`src/rtl/fcu_pkg.sv`:
```
package fcu_pkg;
  localparam int NSRC    = 3;
  localparam int SRC_UPD = 0;
  localparam int SRC_ACK = 1;
  localparam int SRC_TLP = 2;

  typedef enum logic [1:0] {
    PICK_NONE = 2'd0,
    PICK_UPD  = 2'd1,
    PICK_ACK  = 2'd2,
    PICK_TLP  = 2'd3
  } pick_e;
endpackage

```
`src/rtl/fcu_credit_track.sv`:
```
module fcu_credit_track #(
  parameter int CW          = 12,
  parameter int AW          = 8,
  parameter int MAX_PAYLOAD = 16,
  parameter int BUF_CREDITS = 1024
) (
  input  logic          clk,
  input  logic          rst_n,
  input  logic          alloc_vld,
  input  logic [AW-1:0] alloc_amt,
  input  logic          rcv_vld,
  input  logic [AW-1:0] rcv_amt,
  input  logic          adv_take,
  output logic [CW-1:0] adv_val,
  output logic          pend,
  output logic          starve,
  output logic          backlog
);
  localparam logic signed [CW:0] MPS_L = (CW+1)'(MAX_PAYLOAD);
  localparam logic signed [CW:0] QTR_L = (CW+1)'(BUF_CREDITS / 4);

  logic [CW-1:0] alloc_q, alloc_d;
  logic [CW-1:0] rcv_q, rcv_d;
  logic [CW-1:0] adv_q, adv_d;
  logic [CW-1:0] unadv, remote;
  logic signed [CW:0] unadv_s, remote_s;

  // next-state
  always_comb begin
    alloc_d = alloc_q;
    rcv_d   = rcv_q;
    adv_d   = adv_q;
    if (alloc_vld) alloc_d = alloc_q + CW'(alloc_amt);
    if (rcv_vld)   rcv_d   = rcv_q + CW'(rcv_amt);
    if (adv_take)  adv_d   = alloc_q;
  end

  always_ff @(posedge clk or negedge rst_n) begin
    if (!rst_n) begin
      alloc_q <= '0;
      rcv_q   <= '0;
      adv_q   <= '0;
    end else begin
      alloc_q <= alloc_d;
      rcv_q   <= rcv_d;
      adv_q   <= adv_d;
    end
  end

  // modular differences read as signed at half range
  assign unadv    = alloc_q - adv_q;
  assign remote   = adv_q - rcv_q;
  assign unadv_s  = $signed({unadv[CW-1], unadv});
  assign remote_s = $signed({remote[CW-1], remote});

  assign pend    = (unadv != '0);
  assign starve  = (remote_s < MPS_L) && !unadv_s[CW] && pend;
  assign backlog = (unadv_s >= QTR_L);
  assign adv_val = adv_q;

  // advertised value takes the allocated count present at acceptance
  a_r8_adv_latch: assert property (@(posedge clk) disable iff (!rst_n)
    adv_take |=> adv_q == $past(alloc_q));
  // backlog promotion only when something is unadvertised
  a_r5_backlog_pend: assert property (@(posedge clk) disable iff (!rst_n)
    backlog |-> pend);
  // right after acceptance nothing new can be outstanding except this cycle's release
  a_r8_clear_after_take: assert property (@(posedge clk) disable iff (!rst_n)
    (adv_take && !alloc_vld) |=> !pend);
endmodule

```
`src/rtl/fcu_resend_timer.sv`:
```
module fcu_resend_timer #(
  parameter int LIMIT = 3750
) (
  input  logic clk,
  input  logic rst_n,
  input  logic restart,
  output logic expired
);
  localparam int TW = $clog2(LIMIT + 1);
  localparam logic [TW-1:0] LIM_V = TW'(LIMIT);

  logic [TW-1:0] cnt_q, cnt_d;
  logic          run_en;

  assign run_en = (cnt_q != LIM_V);

  always_comb begin
    cnt_d = cnt_q;
    if (restart)     cnt_d = '0;
    else if (run_en) cnt_d = cnt_q + 1'b1;
  end

  always_ff @(posedge clk or negedge rst_n) begin
    if (!rst_n) cnt_q <= '0;
    else        cnt_q <= cnt_d;
  end

  assign expired = (cnt_q == LIM_V);

  // restart brings the count back to zero
  a_r4_restart: assert property (@(posedge clk) disable iff (!rst_n)
    restart |=> cnt_q == '0);
  // expiry persists until the next update is accepted
  a_r4_sticky: assert property (@(posedge clk) disable iff (!rst_n)
    (expired && !restart) |=> expired);
endmodule

```
`src/rtl/fcu_link_arb.sv`:
```
module fcu_link_arb
  import fcu_pkg::*;
(
  input  logic            clk,
  input  logic            rst_n,
  input  logic            upd_hi,
  input  logic            upd_lo,
  input  logic            ack_req,
  input  logic            tlp_req,
  input  logic [NSRC-1:0] eop,
  output logic [NSRC-1:0] gnt,
  output logic            upd_win
);
  logic [NSRC-1:0] gnt_q, gnt_d;
  logic [NSRC-1:0] done_v;
  logic            busy, holder_done, choose;
  pick_e           pick;

  genvar g;
  generate
    for (g = 0; g < NSRC; g++) begin : g_done
      assign done_v[g] = gnt_q[g] & eop[g];
    end
  endgenerate

  assign busy        = |gnt_q;
  assign holder_done = |done_v;
  assign choose      = !busy || holder_done;

  // fixed order: urgent update, acknowledge, transaction, routine update
  always_comb begin
    if (upd_hi)       pick = PICK_UPD;
    else if (ack_req) pick = PICK_ACK;
    else if (tlp_req) pick = PICK_TLP;
    else if (upd_lo)  pick = PICK_UPD;
    else              pick = PICK_NONE;
  end

  always_comb begin
    gnt_d = gnt_q;
    if (choose) begin
      gnt_d = '0;
      case (pick)
        PICK_UPD: gnt_d[SRC_UPD] = 1'b1;
        PICK_ACK: gnt_d[SRC_ACK] = 1'b1;
        PICK_TLP: gnt_d[SRC_TLP] = 1'b1;
        default:  gnt_d = '0;
      endcase
    end
  end

  always_ff @(posedge clk or negedge rst_n) begin
    if (!rst_n) gnt_q <= '0;
    else        gnt_q <= gnt_d;
  end

  assign upd_win = choose && (pick == PICK_UPD);
  assign gnt     = gnt_q;

  // at most one source owns the link
  a_r6_onehot: assert property (@(posedge clk) disable iff (!rst_n)
    $onehot0(gnt_q));
  // no change in the middle of a packet
  a_r7_hold: assert property (@(posedge clk) disable iff (!rst_n)
    (busy && !holder_done) |=> gnt_q == $past(gnt_q));
  // an urgent update wins any free decision
  a_r6_hi_first: assert property (@(posedge clk) disable iff (!rst_n)
    (choose && upd_hi) |=> gnt_q[SRC_UPD]);
  // acknowledge beats a transaction when no urgent update waits
  a_r6_ack_over_tlp: assert property (@(posedge clk) disable iff (!rst_n)
    (choose && !upd_hi && ack_req && tlp_req) |=> gnt_q[SRC_ACK]);
endmodule

```
`src/rtl/fcu_sched.sv`:
```
module fcu_sched
  import fcu_pkg::*;
#(
  parameter int CW            = 12,
  parameter int AW            = 8,
  parameter int MAX_PAYLOAD   = 16,
  parameter int BUF_CREDITS   = 1024,
  parameter int RESEND_CYCLES = 3750
) (
  input  logic          clk,
  input  logic          rst_n,
  input  logic          alloc_vld,
  input  logic [AW-1:0] alloc_amt,
  input  logic          rcv_vld,
  input  logic [AW-1:0] rcv_amt,
  input  logic          tlp_req,
  input  logic          tlp_eop,
  input  logic          ack_req,
  input  logic          ack_eop,
  input  logic          upd_eop,
  output logic          gnt_tlp,
  output logic          gnt_ack,
  output logic          gnt_upd,
  output logic          upd_req,
  output logic          upd_hi,
  output logic [CW-1:0] adv_credit
);
  logic            pend, starve, backlog, expired, upd_win;
  logic [NSRC-1:0] eop_v, gnt_v;

  fcu_credit_track #(
    .CW(CW), .AW(AW), .MAX_PAYLOAD(MAX_PAYLOAD), .BUF_CREDITS(BUF_CREDITS)
  ) u_track (
    .clk(clk), .rst_n(rst_n),
    .alloc_vld(alloc_vld), .alloc_amt(alloc_amt),
    .rcv_vld(rcv_vld), .rcv_amt(rcv_amt),
    .adv_take(upd_win), .adv_val(adv_credit),
    .pend(pend), .starve(starve), .backlog(backlog)
  );

  fcu_resend_timer #(.LIMIT(RESEND_CYCLES)) u_timer (
    .clk(clk), .rst_n(rst_n), .restart(upd_win), .expired(expired)
  );

  assign upd_req = pend | expired;
  assign upd_hi  = starve | backlog | expired;

  assign eop_v[SRC_UPD] = upd_eop;
  assign eop_v[SRC_ACK] = ack_eop;
  assign eop_v[SRC_TLP] = tlp_eop;

  fcu_link_arb u_arb (
    .clk(clk), .rst_n(rst_n),
    .upd_hi(upd_hi), .upd_lo(upd_req & ~upd_hi),
    .ack_req(ack_req), .tlp_req(tlp_req),
    .eop(eop_v), .gnt(gnt_v), .upd_win(upd_win)
  );

  assign gnt_upd = gnt_v[SRC_UPD];
  assign gnt_ack = gnt_v[SRC_ACK];
  assign gnt_tlp = gnt_v[SRC_TLP];

  // promotion never appears without a request
  a_r2_hi_has_req: assert property (@(posedge clk) disable iff (!rst_n)
    upd_hi |-> upd_req);
  // a fresh update grant carries the advertised value that was just latched
  a_r8_grant_value: assert property (@(posedge clk) disable iff (!rst_n)
    $rose(gnt_upd) |-> !$stable(adv_credit) || !$past(pend) || $past(expired));
endmodule

```
`config.mk`:
```
export PLATFORM = sky130hd
export DESIGN_NAME = fcu_sched
export DESIGN_NICKNAME = d
export VERILOG_FILES = /design/src/rtl/fcu_pkg.sv /design/src/rtl/fcu_credit_track.sv /design/src/rtl/fcu_resend_timer.sv /design/src/rtl/fcu_link_arb.sv /design/src/rtl/fcu_sched.sv
export SDC_FILE = /design/constraint.sdc
export NUM_CORES = 1
export LEC_CHECK = 0
export ABC_AREA = 1
export BUFFER_PORTS_ARGS = -buffer_cell sky130_fd_sc_hd__buf_2
export CAP_MARGIN = 20
export CORE_MARGIN = 2
export CORE_UTILIZATION = 30
export CTS_BUF_LIST = sky130_fd_sc_hd__clkbuf_8
export DETAILED_ROUTE_END_ITERATION = 8
export GPL_ROUTABILITY_DRIVEN = 1
export PLACE_DENSITY = 0.47
export REMOVE_ABC_BUFFERS = 1
export SKIP_CTS_REPAIR_TIMING = 1
export SYNTH_ARGS = -nofsm -noshare
export SYNTH_HDL_FRONTEND = slang
export SYNTH_HIERARCHICAL = 1
export SYNTH_SLANG_ARGS = --single-unit
export TNS_END_PERCENT = 1
```
`constraint.sdc`:
```
create_clock -name clk -period 3.9 [get_ports clk]
set_input_delay 0.39 -clock clk [delete_from_list [all_inputs] [get_ports clk]]
set_output_delay 0.39 -clock clk [all_outputs]
set_load 0.03 [all_outputs]
```
==> results.md <==
* Arrival @ worst endpoint at 3.30 ns
* RSZ-0062 raised after global routing: no
* Max Cap Viol at 0
* Largest net degree at the start of global routing at 35
* Worst-Skew Late Latency at 0.31 ns
* Routed via count at 4,107
* Fmax at 324 MHz
* Unique cell type count in the Yosys netlist at 33
* Avg WL per Cell at 11.9 um
* Synth area leaders: dfrtp_1, nand2_1, ha_1, inv_1, nand3_1
* Antenna violations before repair at 0
* PortBufs at 41
* CP cell instances: inv_1 -> ha_1 -> inv_2 -> o21bai_4 -> a21oi_1 -> nand2_1 -> a21oi_2 -> nand2_1 -> nor2_1 -> nand2_1 -> nor2_1 -> nor2_1 -> inv_1 -> nand2_2 -> o21bai_1 -> nand2_2 -> inv_1 -> inv_1 -> nand3_1 -> nand2_1 -> inv_1
* Avg Cell Area, Syn at 6.58 um2
* Yosys top cell by area: dfrtp_1
* CTS max path bufs at 2
* Post-route ant nets at 0
* Htree depth at 2
* Clk pin slew, worst setup/hold paths at 0.10 ns
* Crit path required time at 4.12 ns
* Post-synth top area share at 28.9%
* Die Y at 125 um
* Synth Flop Type: dfrtp_1
* Clk root buf: clkbuf_8
* Rel. slew slack at 47.8%
* First-pass iteration count of the detailed router at 4
* CP max-delay cell: dfrtp_1
* RePlAce Congestion at 0.860
* Post-place instance area at 4840 um2
* Total gr overflow at 0
* Startpoint types: register
* DR vias/cell at 4.57
* Max Slew Vio Count at 0
* Final wirelength at 10.7 mm
* Rows at 44
* Area occupied by multi-input gates at 2670 um2
* Final Cycle Share at 79.0%
* Worst Max-Slew Pin Slew at 0.784 ns
* Post-synth EDFFs at 0
* Starting DRC count in detailed routing at 207
* Global-route wire length before repair at 18.5 mm
* Ys Warns at 6
* Most used cell, CP: inv_1
* FF+latch area at 1280 um2
* CTS Buf Count at 5
* GRT Util Overall at 14.2%
* Clock Skews at 0.00661 ns
* CTS tree: done
* Clock sink count at 51
* Mapped Area at 4420 um2
* Crit path max fanout at 14
* Initial Util at 30.5%
* Critical path type: reg2reg
* Seq/Total Area, Yosys at 28.9%
* Final #Nets at 781
* Area Growth Syn to Fin at 11.1%
* Fin. Hold Viols at 0
* Post-synth top cells: nand2_1, inv_1, dfrtp_1, nor2_1, nand3_1
* Share of layout cells above drive strength 1 at 13.0%
* Vias in the first global route at 4,026
* Io pins at 42
* Final setup TNS at 0 ns
* Full die area at 15,700 um2
* Final Cell Area at 4920 um2
* Number of fill cells at 1,570
* Minimum clock period at 3.08 ns
* Core Area at 14,500 um2
* Leading cell type by number of instances after synthesis: nand2_1
* Endpoints failing setup at 0
* Die X at 125 um
* Post-DP HPWL at 8.86 mm
* Share of synthesized registers carrying an async set or reset at 100%
* Crit end category: register
* Status: finished, final reports clean
* Worst path max stage delay at 0.40 ns
* Diodes inserted at 0
* HP Class: in2async
* Mapped Cells at 672
* Post-route DRC at 0
* Flops & latches, synth at 51
[cell usage in the layout, fill, tap and decap left out]
master / n
nor2_2: 9
nand4_1: 14
nor3_2: 1
nor3b_1: 1
o21ai_0: 36
or2_1: 1
a21oi_2: 4
a21oi_1: 32
buf_4: 2
inv_1: 111
nand3b_1: 4
nor3_1: 3
nand3_2: 1
fa_1: 2
xor2_1: 9
a31oi_1: 2
nor2_4: 3
o21bai_1: 4
o21ai_2: 1
ha_1: 39
dfrtp_1: 51
nand3_1: 41
or2_2: 1
clkinvlp_4: 1
buf_2: 41
inv_2: 6
nor2_1: 51
o21bai_4: 1
nand2_1: 214
xnor2_1: 4
nand2_2: 16
clkbuf_8: 5
o21bai_2: 1
o22ai_1: 2
[flip-flops by register name (all words and copies together), names as in the netlist]
register,count
u_arb/gnt,3
u_track/alloc_q,12
u_track/adv_val,12
u_track/rcv_q,12
u_timer/cnt_q,12
[final timing paths]
kind | to | from | cells past startpoint | slack, ns
worst max-delay path | u_timer/cnt_q[3] | u_track/adv_val[1] | 21 | 0.82
worst min-delay path | u_track/rcv_q[1] | rst_n | 1 | 0.15
worst max register to register | u_timer/cnt_q[3] | u_track/adv_val[1] | 21 | 0.82
worst min register to register | u_track/adv_val[0] | u_track/alloc_q[0] | 2 | 0.51
max in group asynchronous | u_track/adv_val[8] | rst_n | 2 | 2.99
min in group clk | u_arb/gnt[2] | ack_req | 4 | 0.39
[layer usage]
layer	GRT usage [%]	up-vias	wire length (um)	share of wire, %
met3	2.01	10	324	3.0
li1	-	2201	-	-
met2	24.3	56	5040	47
met4	4.90	0	146	1.4
met5	0	-	0	0
met1	18.4	1840	5200	49
[cell type report]
type	count	area share, %
Tap cell	184	4.68
Timing Repair Buffer	43	4.48
Multi-Input combinational cell	497	54.4
Inverter	117	8.93
Sequential cell	51	26.0
Clock buffer	5	1.40
Clock inverter	1	0.153
[kinds of logic (layout without fill, tap and decap cells)]
| group | Yosys count | count (layout) | synth area share [%] |
|---|---|---|---|
| flops | 51 | 51 | 28.9 |
| fa+ha+maj | 41 | 41 | 11.9 |
| compound gates | 83 | 83 | 10.6 |
| xor+xnor | 13 | 13 | 2.57 |
| simple gates | 360 | 360 | 35.3 |
| buf+inv | 124 | 166 | 10.7 |
[critical path: cells and delay by family (launching register included)]
kind / cells / cell delay, ns
flip-flops: 1 / 0.40
buffers and inverters: 6 / 0.65
adder cells (fa/ha/maj): 1 / 0.34
AO/OA/AOI/OAI: 4 / 0.64
AND/OR/NAND/NOR: 10 / 0.95
[through the flow]
step	utilization, %	worst slack, ns	std cells	hold slack, ns
2_1_floorplan	-	0.606	665	0.0944
3_3_place_gp	33.4	0.810	892	0.491
3_5_place_dp	33.4	0.797	892	0.496
4_1_cts	34.0	0.763	898	0.174
5_1_grt	34.0	0.503	898	0.211
6_report	34.0	0.818	898	0.151
Power is left out: the tool's default activity adds up to more than one toggle a clock period on the data nets, which glitch-free logic cannot reach.
